<file path="src/rtl/mcm_pkg.sv">
package mcm_pkg;

  localparam int DATA_W  = 32;
  localparam int SLOT_W  = 3;   // word slots per 32-byte region
  localparam int CODE_W  = 8;

  // control word bit positions (decoded by software)
  localparam int OVF_BIT = 0;
  localparam int CLR_BIT = 1;
  localparam int EN_BIT  = 2;
  localparam int SEL_LSB = 24;

  typedef struct packed {
    logic [CODE_W-1:0] sel;
    logic              en;
    logic              ovf;
  } ctl_t;

endpackage

</file>
<file path="src/rtl/mcm_event_sel.sv">
module mcm_event_sel #(
  parameter int EV_N = 64
) (
  input  logic [EV_N-1:0]            ev,
  input  logic [mcm_pkg::CODE_W-1:0] code,
  output logic                       hit
);
  localparam int IDX_W = $clog2(EV_N);
  localparam logic [mcm_pkg::CODE_W:0] EV_LIMIT = (mcm_pkg::CODE_W+1)'(EV_N);

  logic code_ok;

  always_comb begin
    code_ok = (code != '0) && ({1'b0, code} < EV_LIMIT);
    hit     = code_ok ? ev[code[IDX_W-1:0]] : 1'b0;
  end

endmodule

</file>
<file path="src/rtl/mcm_counter.sv">
module mcm_counter
  import mcm_pkg::*;
#(
  parameter int CNT_W    = 32,
  parameter bit IS_CYCLE = 1'b0
) (
  input  logic              clk,
  input  logic              rst_n,
  input  logic              wr,
  input  logic [DATA_W-1:0] wr_data,
  input  logic              run,
  input  logic              ev_hit,
  output ctl_t              ctl_q,
  output logic [CNT_W-1:0]  cnt_q
);

  logic             wr_zero;
  logic             wr_eff;
  logic             inc;
  logic             ld;
  ctl_t             ctl_d;
  logic [CNT_W-1:0] cnt_d;

  always_comb begin
    wr_zero = (wr_data == '0);
    // an enable write to a running cycle counter is dropped
    wr_eff  = wr && !(IS_CYCLE && ctl_q.en && wr_data[EN_BIT]);
    inc     = run && ctl_q.en && ev_hit;
    ld      = wr_eff || inc;
  end

  always_comb begin
    ctl_d = ctl_q;
    cnt_d = cnt_q;
    if (wr_eff) begin
      ctl_d.en  = wr_data[EN_BIT];
      ctl_d.sel = IS_CYCLE ? '0 : wr_data[SEL_LSB +: CODE_W];
      if (wr_zero || wr_data[CLR_BIT]) ctl_d.ovf = 1'b0;
      if (wr_data[CLR_BIT])            cnt_d     = '0;
    end else if (inc) begin
      cnt_d = cnt_q + CNT_W'(1);
      if (&cnt_q) ctl_d.ovf = 1'b1;
    end
  end

  always_ff @(posedge clk or negedge rst_n) begin
    if (!rst_n) begin
      ctl_q <= '0;
      cnt_q <= '0;
    end else if (ld) begin
      ctl_q <= ctl_d;
      cnt_q <= cnt_d;
    end
  end

  AST_CLEAR_ZEROES: assert property (@(posedge clk) disable iff (!rst_n) (wr_eff && wr_data[CLR_BIT]) |=> (cnt_q == '0));
  AST_STEP_AT_MOST_ONE: assert property (@(posedge clk) disable iff (!rst_n) !wr |=> ((cnt_q - $past(cnt_q)) <= CNT_W'(1)));
  AST_OVF_STICKY: assert property (@(posedge clk) disable iff (!rst_n) (ctl_q.ovf && !wr) |=> ctl_q.ovf);
  AST_WRAP_SETS_FLAG: assert property (@(posedge clk) disable iff (!rst_n) (!wr && inc && (&cnt_q)) |=> (ctl_q.ovf && cnt_q == '0));
  AST_RESTART_DROPPED: assert property (@(posedge clk) disable iff (!rst_n) (IS_CYCLE && wr && ctl_q.en && wr_data[EN_BIT]) |=> ctl_q.en);

endmodule

</file>
<file path="src/rtl/mcm_regif.sv">
module mcm_regif
  import mcm_pkg::*;
#(
  parameter int NUM_CNT = 4,
  parameter int CNT_W   = 32,
  parameter int ADDR_W  = 8
) (
  input  logic                            clk,
  input  logic                            rst_n,
  input  logic                            rd_en,
  input  logic                            wr_en,
  input  logic [ADDR_W-1:0]               addr,
  input  ctl_t [NUM_CNT-1:0]              ctl,
  input  logic [NUM_CNT-1:0][CNT_W-1:0]   cnt,
  output logic [NUM_CNT-1:0]              ctl_wr,
  output logic [DATA_W-1:0]               rdata
);
  localparam int IDX_W = (NUM_CNT > 1) ? $clog2(NUM_CNT) : 1;
  localparam int REG_W = ADDR_W - SLOT_W - 2;
  localparam logic [REG_W-1:0]  REG_CTL   = REG_W'(0);
  localparam logic [REG_W-1:0]  REG_CNT   = REG_W'(1);
  localparam logic [SLOT_W:0]   NUM_SLOTS = (SLOT_W+1)'(NUM_CNT);

  logic [REG_W-1:0]  region;
  logic [SLOT_W-1:0] slot;
  logic [IDX_W-1:0]  idx;
  logic              aligned;
  logic              slot_ok;
  logic              ctl_hit;
  logic              cnt_hit;
  logic [DATA_W-1:0] rd_d;

  always_comb begin
    region  = addr[ADDR_W-1 -: REG_W];
    slot    = addr[SLOT_W+1:2];
    idx     = slot[IDX_W-1:0];
    aligned = (addr[1:0] == 2'b00);
    slot_ok = ({1'b0, slot} < NUM_SLOTS);
    ctl_hit = aligned && slot_ok && (region == REG_CTL);
    cnt_hit = aligned && slot_ok && (region == REG_CNT);
  end

  always_comb begin
    for (int k = 0; k < NUM_CNT; k++) begin
      ctl_wr[k] = wr_en && ctl_hit && (idx == IDX_W'(k));
    end
  end

  always_comb begin
    rd_d = '0;
    if (ctl_hit) begin
      rd_d[SEL_LSB +: CODE_W] = ctl[idx].sel;
      rd_d[EN_BIT]            = ctl[idx].en;
      rd_d[OVF_BIT]           = ctl[idx].ovf;
    end else if (cnt_hit) begin
      rd_d = DATA_W'(cnt[idx]);
    end
  end

  always_ff @(posedge clk or negedge rst_n) begin
    if (!rst_n) rdata <= '0;
    else        rdata <= rd_en ? rd_d : '0;
  end

  AST_UNMAPPED_ZERO: assert property (@(posedge clk) disable iff (!rst_n) (rd_en && !ctl_hit && !cnt_hit) |=> (rdata == '0));
  AST_IDLE_ZERO: assert property (@(posedge clk) disable iff (!rst_n) !rd_en |=> (rdata == '0));

endmodule

</file>
<file path="src/rtl/mc_perf_counters.sv">
module mc_perf_counters
  import mcm_pkg::*;
#(
  parameter int NUM_CNT = 4,
  parameter int CNT_W   = 32,
  parameter int EV_N    = 64,
  parameter int ADDR_W  = 8
) (
  input  logic              clk,
  input  logic              rst_n,
  input  logic              rd_en,
  input  logic              wr_en,
  input  logic [ADDR_W-1:0] addr,
  input  logic [DATA_W-1:0] wdata,
  output logic [DATA_W-1:0] rdata,
  input  logic [EV_N-1:0]   event_pulse,
  output logic              irq
);

  ctl_t [NUM_CNT-1:0]            ctl;
  logic [NUM_CNT-1:0][CNT_W-1:0] cnt;
  logic [NUM_CNT-1:0]            ctl_wr;
  logic                          run;

  // global gate: cycle counter enabled and not yet wrapped
  always_comb begin
    run = ctl[0].en && !ctl[0].ovf;
    irq = ctl[0].ovf;
  end

  mcm_regif #(
    .NUM_CNT (NUM_CNT),
    .CNT_W   (CNT_W),
    .ADDR_W  (ADDR_W)
  ) u_regif (
    .clk    (clk),
    .rst_n  (rst_n),
    .rd_en  (rd_en),
    .wr_en  (wr_en),
    .addr   (addr),
    .ctl    (ctl),
    .cnt    (cnt),
    .ctl_wr (ctl_wr),
    .rdata  (rdata)
  );

  for (genvar k = 0; k < NUM_CNT; k++) begin : g_cnt
    logic hit;

    if (k == 0) begin : g_cycle
      assign hit = 1'b1;
    end else begin : g_event
      mcm_event_sel #(.EV_N(EV_N)) u_sel (
        .ev   (event_pulse),
        .code (ctl[k].sel),
        .hit  (hit)
      );
    end

    mcm_counter #(
      .CNT_W    (CNT_W),
      .IS_CYCLE (k == 0)
    ) u_ctr (
      .clk     (clk),
      .rst_n   (rst_n),
      .wr      (ctl_wr[k]),
      .wr_data (wdata),
      .run     (run),
      .ev_hit  (hit),
      .ctl_q   (ctl[k]),
      .cnt_q   (cnt[k])
    );

    AST_FROZEN_HOLDS: assert property (@(posedge clk) disable iff (!rst_n) (!run && !ctl_wr[k]) |=> $stable(cnt[k]));
  end

  AST_IRQ_ON_WRAP: assert property (@(posedge clk) disable iff (!rst_n) $rose(irq) |-> ($past(&cnt[0]) && cnt[0] == '0));
  AST_SINGLE_WRITE: assert property (@(posedge clk) disable iff (!rst_n) $onehot0(ctl_wr));

endmodule

</file>
<file path="config.mk">
export PLATFORM = sky130hd
export DESIGN_NAME = mc_perf_counters
export DESIGN_NICKNAME = d
export VERILOG_FILES = /design/src/rtl/mcm_pkg.sv /design/src/rtl/mcm_event_sel.sv /design/src/rtl/mcm_counter.sv /design/src/rtl/mcm_regif.sv /design/src/rtl/mc_perf_counters.sv
export SDC_FILE = /design/constraint.sdc
export NUM_CORES = 1
export LEC_CHECK = 0
export BUFFER_PORTS_ARGS = -buffer_cell sky130_fd_sc_hd__buf_4
export CAP_MARGIN = 20
export CORE_MARGIN = 5
export CORE_UTILIZATION = 30
export CTS_CLUSTER_DIAMETER = 150
export CTS_CLUSTER_SIZE = 16
export DETAILED_ROUTE_END_ITERATION = 16
export HOLD_SLACK_MARGIN = 0.02
export SLEW_MARGIN = 10
export SYNTH_ARGS = -nofsm -noshare
export SYNTH_HDL_FRONTEND = slang
export SYNTH_SLANG_ARGS = --single-unit
</file>
<file path="constraint.sdc">
create_clock -name clk -period 2.9 [get_ports clk]
set_clock_uncertainty 0.2 [all_clocks]
set_input_delay 0 -clock clk [delete_from_list [all_inputs] [get_ports clk]]
set_output_delay 0 -clock clk [all_outputs]
set_load 0.02 [all_outputs]
</file>
======== Yosys cells after proc, flatten, opt, wreduce, memory -nomap -nowiden ========
Cells that the tools add are included.
word-level totals
  bits in registers ....................... 192
  logic and storage cells ................. 141
cells by class
  equality and inequality tests ........... 12
  reduce and logical (&&, ||, !) cells .... 59
  add/subtract/negate cells ............... 4
  mux-type cells .......................... 42
  magnitude comparators ................... 8
operators with widths
  cell                   number
  $mux 32                12
  $add 32x1->32 const B  4
  $reduce_and 32->1      4
  $bmux 32 s2            1
  $logic_not 32->1       1
  $lt 8x7->1 const B     3
  $reduce_bool 8->1      3
  $mux 1                 22
  $logic_and 1x1->1      21
  $lt 6x7->1 const B     3
  $mux 21                1
  $bmux 10 s2            1
  $bmux 1 s6             3
  $ne 2x2->1 const B     8
  $reduce_and 4->1       4
  $reduce_bool 2->1      8
  $reduce_and 3->1       4
  $mux 10                1
  $mux 8                 1
  $reduce_and 2->1       4
  $logic_or 1x1->1       5
  $eq 2x2->1 const B     2
  $logic_not 2->1        2
  $eq 3x1->1 const B     1
  5 further kinds        6

======== Logic depth before layout (Yosys ltp) ========
Gate-level depths: netlist of the first run.
  depth in word-level cells ............... 8
  gate-level depth with buffers ........... 13
  depth with buffers taken out ............ 8

======== By module ========
From an unflattened synthesis of the first run, not the netlist that was laid out.
second synthesis, totals
  cells, all modules ...................... 1196
  area total of the unflattened synthesis .. 12887.4 µm²
by module, submodules not included
  module                            cells each  times used  area each (µm²)
  mcm_counter (g_cnt[1].u_ctr ...)  219         3           2198.4
  mcm_regif                         177         1           2474.9
  mcm_counter (g_cnt[0].u_ctr)      210         1           1938.1
  mcm_event_sel                     50          3           620.6
  mc_perf_counters                  2           1           17.5

======== Least setup slack after synthesis of the first run ========
Ideal clock, no wire load.
  path type ............................... register to register
  start ................................... reg g_cnt[2].u_ctr.ctl_q[2] (netlist name)
  end ..................................... reg g_cnt[2].u_ctr.cnt_q[26]
  period minus slack after synthesis ...... 2.858 ns
  path buffers ............................ 2
  setup slack ............................. 0.042 ns
  setup time .............................. 0.132 ns
  arrival time ............................ 2.527 ns
  stages on the path, launching flop included .. 11
  cells stage by stage .................... dfrtp_1 > buf_4 > mux4_2 > mux4_2 > o22ai_1 > a2bb2oi_2 > nor3_2 > buf_6 > nand3_1 > xor2_1 > nor2_1
between the ends
  cells in the longest elaborated chain, start to end .. 6
  elaborated cells on any way between the ends .. 10
ends and longest elaborated chain
  item                                                                    line                                      source
  start: declaration                                                      mcm_counter.sv:13                         output ctl_t ctl_q,
  start signal: assignment                                                mcm_counter.sv:51                         ctl_q <= ctl_d;
  $bmux 1 s6 (tied with other cells)                                      mcm_event_sel.sv:15                       hit = code_ok ? ev[code[IDX_W-1:0]] : 1'b0;
  $mux 1 (not written as such) or $logic_and 1x1->1 (tied branches)       mcm_event_sel.sv:15, mcm_event_sel.sv:14
  $mux 1 (*)                                                              mcm_event_sel.sv:15
  $logic_and 1x1->1 (*)                                                   mcm_counter.sv:28                         inc = run && ctl_q.en && ev_hit;
  $reduce_bool 2->1 (no source line) or $logic_or 1x1->1 (tied branches)  -
  $reduce_and 3->1 (no source line) (*)                                   -
  end signal: assignment                                                  mcm_counter.sv:52                         cnt_q <= cnt_d;
  end: declaration                                                        mcm_counter.sv:14                         output logic [CNT_W-1:0] cnt_q
Every way passes the cells marked *; elsewhere a longest branch is shown, timed or not. The select of a mux whose other input is x is not followed.
A chain may end at the register's enable or synchronous reset.

======== Worst setup path in the final report of the first run ========
  start ................................... reg g_cnt[2].u_ctr.ctl_q[2] (netlist name)
  end ..................................... reg g_cnt[2].u_ctr.cnt_q[18]
Same word-level chain as after synthesis.

==> results of run 1 <==
[power breakdown]
group / total, mW / internal, mW / switching [mW]
sequential: 2.77 / 2.72 / 0.0521
clock: 2.42 / 1.23 / 1.19
combinational: 0.821 / 0.420 / 0.401
[stage by stage]
step	hold slack [ns]	setup WS, ns	instances
6_report	0.1044	-0.07608	1919
5_1_grt	0.1310	-0.2234	1919
4_1_cts	0.08807	-0.06505	1909
3_5_place_dp	-0.1733	-0.1893	1851
3_3_place_gp	-0.1732	-0.1837	1851
2_1_floorplan	-0.4956	0.04160	1155
[per-layer routing]
layer / track usage [%] / part of all wire [%] / vias to the layer above
li1: - / - / 4715
met1: 24.37 / 42 / 5274
met2: 28.91 / 48 / 417
met3: 3.004 / 6.5 / 59
met4: 6.166 / 3.0 / 0
met5: 0 / 0 / -
[flip-flops by register name, indices dropped and copies added, names as in the netlist]
name and flops:
g_cnt.u_ctr.cnt_q 128, u_regif.rdata 32, g_cnt.u_ctr.ctl_q 32
[worst max path at each step]
stage               slack [ns]                    start  depth (start not counted)                       end
floorplan                 0.04  g_cnt[2].u_ctr.ctl_q[2]                         10  g_cnt[2].u_ctr.cnt_q[26]
global placement         -0.18  g_cnt[2].u_ctr.ctl_q[2]                         11  g_cnt[2].u_ctr.cnt_q[14]
detailed placement       -0.19  g_cnt[2].u_ctr.ctl_q[2]                         11   g_cnt[2].u_ctr.cnt_q[7]
CTS                      -0.07  g_cnt[2].u_ctr.ctl_q[2]                         11   g_cnt[2].u_ctr.cnt_q[7]
global route             -0.22  g_cnt[1].u_ctr.ctl_q[2]                         10  g_cnt[1].u_ctr.cnt_q[31]
finish                   -0.08  g_cnt[2].u_ctr.ctl_q[2]                         10  g_cnt[2].u_ctr.cnt_q[18]
[cells in the final DEF (no fill, tap or decap), types with 7 or more instances in the layout]
master	netlist	layout
clkbuf_16	0	18
xor2_1	47	46
nand4_1	37	37
nand3_2	0	11
dlygate4sd3_1	0	21
xnor2_1	34	31
nand3_1	55	43
mux2_2	26	22
a21oi_1	25	16
buf_4	5	231
a21oi_2	0	8
a22oi_1	18	15
dfrtp_1	192	189
and4_1	15	15
buf_12	0	8
nand2_1	118	117
or3_1	10	9
inv_1	20	19
nor2_1	108	102
nor4_1	18	18
and2_1	12	12
nor4b_1	9	7
mux2i_1	36	33
o21ai_0	34	23
nor3_1	10	8
a31oi_1	11	9
a22o_1	10	10
and3_1	56	55
o21ai_1	0	8
mux4_2	66	69
nor2b_1	18	16
buf_6	6	18
[final cells by class]
class	count	area [um^2]	share of cell area, %
multi-input cells	865	7025	45.10
flip-flops and latches	192	4808	30.86
repair buffers	284	2419	15.52
well taps	525	656.9	4.217
clock buffers	17	425.4	2.731
clock inverters	15	166.4	1.068
inverters	20	75.07	0.4819
diodes	1	2.502	0.01606
[kinds of logic after synthesis]
logic type	Yosys count	synth area share [%]
flops	192	40.27
buf+inv	98	3.828
xor+xnor	81	5.947
mux	134	19.26
simple gates	507	22.52
compound gates	139	7.761
fa+ha+maj	4	0.4195
[worst min-delay path, delay by kind of cell]
family | cells | cell delay, ns
buffers and inverters | 3 | 0.44
AND/OR/NAND/NOR | 4 | 0.27
[what timing repair did]
item | in CTS | in global routing
pin swaps | 26 | 40
endpoints found under the hold margin | 288 | 0
endpoints found under the setup margin | 54 | 106
hold buffers | 22 | 0
gates cloned | 1 | 1
resized for setup | 41 | 75
setup buffers | 3 | 11
==> out/qor.yml, run 1 <==
outcome: "finished with violations"
violations: "setup timing"
drt-initial-drc-count: 900
viasPerCell: 5.453
max_freq_mhz: 336.0
setup_viol: 25
fin_ws_ns: -0.07608
slew_headroom_pct: 45.65
min_path_cells: 7
cp-start-kind: "register"
hold_violations: 0
cp-end-kind: "register"
p_per_area_mw_per_mm2: 385.9
cts_buffers: 17
critPathRequiredTime_ns: 3.02
route.detailed.drc: 0
hold_path_end: "g_cnt[1].u_ctr.ctl_q[9]"
overflow: 0
r2r-start: "g_cnt[2].u_ctr.ctl_q[2]"
critPathTopFamily: "multiplexers"
power_leakage_nw: 6.883
synth.top_cell.area_share_pct: 40.27
dp_hpwl_mm: 29.98
die_w_um: 209.4
yosys_warnings: 0
worst_slew_pin_slew_ns: 0.8067
die_y_um: 209.4
cp_slowest_stage_delay_ns: 0.52
arrival_ns: 3.10
period_needed_ns: 2.976
async_flop_share_pct: 100.0
hp-class: "input port to register"
syn_inst: 1155
antenna_found_initial: 1
portBuffers: 140
via_count: 10470
die_area_mm2: 0.04385
cts_tree: "yes"
finalWeightedCongestion: 0.9221
synth.largest_area_cell: "dfrtp_1"
irDropWorstVdd_v: 0.0004396
synth-edff-count: 0
ant_nets: 0
cp_slowest_cell: "mux4_2"
drtPass1Iterations: 5
r2r_end: "g_cnt[2].u_ctr.cnt_q[18]"
fillers: 3737
htree_levels: 4
wl_per_cell_um: 20.90
synth_cell_types: 69
cpMostUsedCell: "mux4_2"
crit_fanout: 7
maxCapViolations: 0
routed_wl_mm: 40.10
path_class: "register to register"
first_global_vias: 10430
insertion_delay_ns: 0.45
cts.path.max_buffers: 2
fin_nets: 1492
synth_commonest_cells: "dfrtp_1 (192), nand2_1 (118), nor2_1 (108)"
synth.avg_cell_area_um2: 10.33
synth_nets: 1267
min_from: "addr[6]"
syn_area_mm2: 0.01193
rows: 73
grt_usage_pct: 17.86
crit_buf_inv: 2
rr_worst_depth: 10
synth-seq-cells: 192
yosysMostFrequentCell: "dfrtp_1"
cts_root_buf: "clkbuf_16"
grt_max_degree: 82
start_util_pct: 30.17
syn2layout_area_growth_pct: 30.58
setup-tns-final_ns: -0.6393
crit_chain: "buf_12 -> mux4_2 -> mux4_2 -> o22ai_4 -> a2bb2oi_4 -> nor3_4 -> buf_4 -> and3_4 -> xnor2_2 -> nor2_1"
grt_pass1_wl_mm: 61.64
finalMaxSlewViolations: 0
grt_setup_unrepaired: "yes"
clk_pin_slew_ns: 0.08
ys_seq_area_share_pct: 40.27
synthFlopType: "dfrtp_1"
fin_util_pct: 39.39
r2r_slack_ns: -0.08
total_power_mw: 6.012
min_period_over_period_pct: 102.6
cts.sinks: 192
drive_gt1_share_pct: 33.60
coreArea_mm2: 0.03955
placed_area_mm2: 0.01418
ys_top_cells_by_area: "dfrtp_1 (40%), mux4_2 (12%), nand2_1 (3.7%)"
fin_area_mm2: 0.01558
ioPinCount: 141
No activity file was read; power rests on OpenSTA's default activity.
==> inputs of run 2 (changes only) <==
Settings changed: CORE_UTILIZATION 30 to 54, PLACE_DENSITY set to 0.78.
==> run 2 against run 1 <==
Maximum frequency fell by 1.1%. The flow still finishes with violations (setup timing). Sequential share of layout area increased by 0.26 points. Non-clock buffer count rose by 14. Sequential power barely moved. First-iteration DRC count is 98% higher. Critical path type unchanged. Utilization increased by 32 points. Routed wire length rose by 0.61%. Critical path depth unchanged. Flip-flop and latch count did not move. Clock power increased by 2%. Combinational power about the same. Count of clock-buffer cells in the layout rose by 1.
==> out/qor.yml, run 2 (same netlist as run 1, synthesis figures left out) <==
die_w_um: 158.6
fin_ws_ns: -0.1093
drt-initial-drc-count: 1780
p_comb_share_pct: 13.6
critPathRequiredTime_ns: 3.03
layout_common_cells: "buf_4 (243), dfrtp_1 (186), nand2_1 (118), nor2_1 (104), mux4_2 (67)"
fillers: 1476
min_period_over_period_pct: 103.8
outcome: "finished with violations"
place_ws_ns: -0.2336
layout_commonest_cell: "buf_4"
place_inst: 1605
htree_levels: 4
cts_tree: "yes"
setup-tns-final_ns: -1.188
final_cells: 1690
seqPwrFrac_pct: 45.9
hold_violations: 0
routed_wl_mm: 40.35
switching_share_pct: 26.30
irDropWorstVdd_v: 0.0003595
max_freq_mhz: 332.3
syn2layout_area_growth_pct: 29.59
internal_power_mw: 4.468
wl_per_cell_um: 23.87
start_util_pct: 54.84
cp-start-kind: "register"
clk_pin_slew_ns: 0.08
portBuffers: 140
cts_root_buf: "clkbuf_16"
path_class: "register to register"
die_y_um: 158.6
period_needed_ns: 3.009
overflow: 0
p_per_area_mw_per_mm2: 392.2
slew_headroom_pct: 34.70
total_power_mw: 6.063
cts_buffers: 17
cts.path.max_buffers: 2
die_area_mm2: 0.02517
hp-class: "input port to register"
drtPass1Iterations: 7
first_global_vias: 10920
grt_pass1_wl_mm: 59.90
rows: 54
grt_setup_unrepaired: "yes"
maxCapViolations: 0
finalMaxSlewViolations: 0
drive_gt1_share_pct: 33.31
setup_viol: 30
largest_reg_flops: 128
violations: "setup timing"
antenna_found_initial: 2
coreArea_mm2: 0.02176
regMostFlops: "g_cnt.u_ctr.cnt_q"
arrival_ns: 3.14
insertion_delay_ns: 0.44
power_leakage_nw: 7.192
viasPerCell: 6.663
dp_hpwl_mm: 28.62
fin_nets: 1507
ant_nets: 0
clockPowerShare_pct: 40.6
ioPinCount: 141
cp-end-kind: "register"
p_sw_mw: 1.594
route.detailed.drc: 0
reg_top3: "g_cnt.u_ctr.cnt_q (128), g_cnt.u_ctr.ctl_q (32), u_regif.rdata (32)"
worst_slew_pin_slew_ns: 0.9771
via_count: 11260
grt_usage_pct: 31.10
cts.sinks: 192
crit_fanout: 5
grt_max_degree: 77
finalWeightedCongestion: 0.9681
run 2: cell types whose count changed in the layout (fill, tap and decap cells not counted), moves of 5 or more:
| cell | before | now |
|---|---|---|
| nor4_1 | 18 | 11 |
| buf_4 | 231 | 243 |
| dlygate4sd3_1 | 21 | 28 |
| nand3_1 | 43 | 51 |
| a21oi_1 | 16 | 21 |
| nand3_2 | 11 | 4 |
run 2: path summary, 6_finish.rpt:
check | start | endpoint | slack, ns | cells after the start
worst max-delay path | g_cnt[3].u_ctr.ctl_q[2] | g_cnt[3].u_ctr.cnt_q[21] | -0.11 | 10
worst min-delay path | addr[2] | u_regif.rdata[29] | 0.07 | 6
worst max register to register | g_cnt[3].u_ctr.ctl_q[2] | g_cnt[3].u_ctr.cnt_q[21] | -0.11 | 10
worst min register to register | g_cnt[1].u_ctr.cnt_q[10] | g_cnt[1].u_ctr.cnt_q[10] | 0.31 | 1
max in group asynchronous | rst_n | g_cnt[0].u_ctr.cnt_q[11] | 1.10 | 4
min in group asynchronous | rst_n | u_regif.rdata[29] | 0.48 | 3
run 2: power by group through the flow:
stage                     Clock [mW]  Sequential [mW]  Combinational, mW
final                           2.46             2.78              0.824
after global routing            2.60             2.78              0.876
after CTS                       2.48             2.77              0.778
after floorplan                    0             2.80              0.371
after detailed placement           0             2.82              0.717
after global placement             0             2.82              0.706
run 2: worst max-delay path: stages, from the launching register on:
cell       delay [ns]
dfrtp_2          0.49
clkbuf_16        0.19
mux4_2           0.33
mux2i_2          0.09
o211ai_1         0.20
o211ai_1         0.12
buf_4            0.18
or3b_4           0.40
or3_4            0.34
a21o_1           0.18
a21o_1           0.17
run 2: cell type report:
class / instances / area, um^2 / area share (%)
sequential: 192 / 4812 / 31.13
tap: 280 / 350.3 / 2.266
timing repair buffer: 298 / 2509 / 16.23
antenna: 2 / 5.005 / 0.03237
clock inverter: 14 / 170.2 / 1.101
multi-input combinational: 866 / 7099 / 45.92
clock buffer: 18 / 439.2 / 2.841
inverter: 20 / 75.07 / 0.4856
run 2: metal layers:
metal / routed length (um) / vias to the layer above / GRT usage, % / share of wire (%)
met1: 15130 / 5558 / 44.91 / 37
met3: 5312 / 130 / 8.018 / 13
met2: 18550 / 818 / 46.93 / 46
met5: 0 / - / 0 / 0
li1: - / 4754 / - / -
met4: 1360 / 0 / 8.692 / 3.4
run 2: through the flow:
stage	utilization, %	cell area (um^2)	hold slack [ns]
after detailed placement	63.69	13860	-0.1311
after CTS	68.63	14930	0.03933
after global routing	71.05	15460	0.08978
final	71.06	15460	0.06937
after floorplan	-	11930	-0.4956
after global placement	63.69	13860	-0.1380
run 2: what timing repair did:
action,4_1_cts,5_1_grt
gates resized for setup,22,84
hold buffers,30,0
endpoints found under the setup margin,84,80
gates cloned,1,5
hold endpoints to repair,286,0
pin swaps,11,44
buffers inserted,6,13
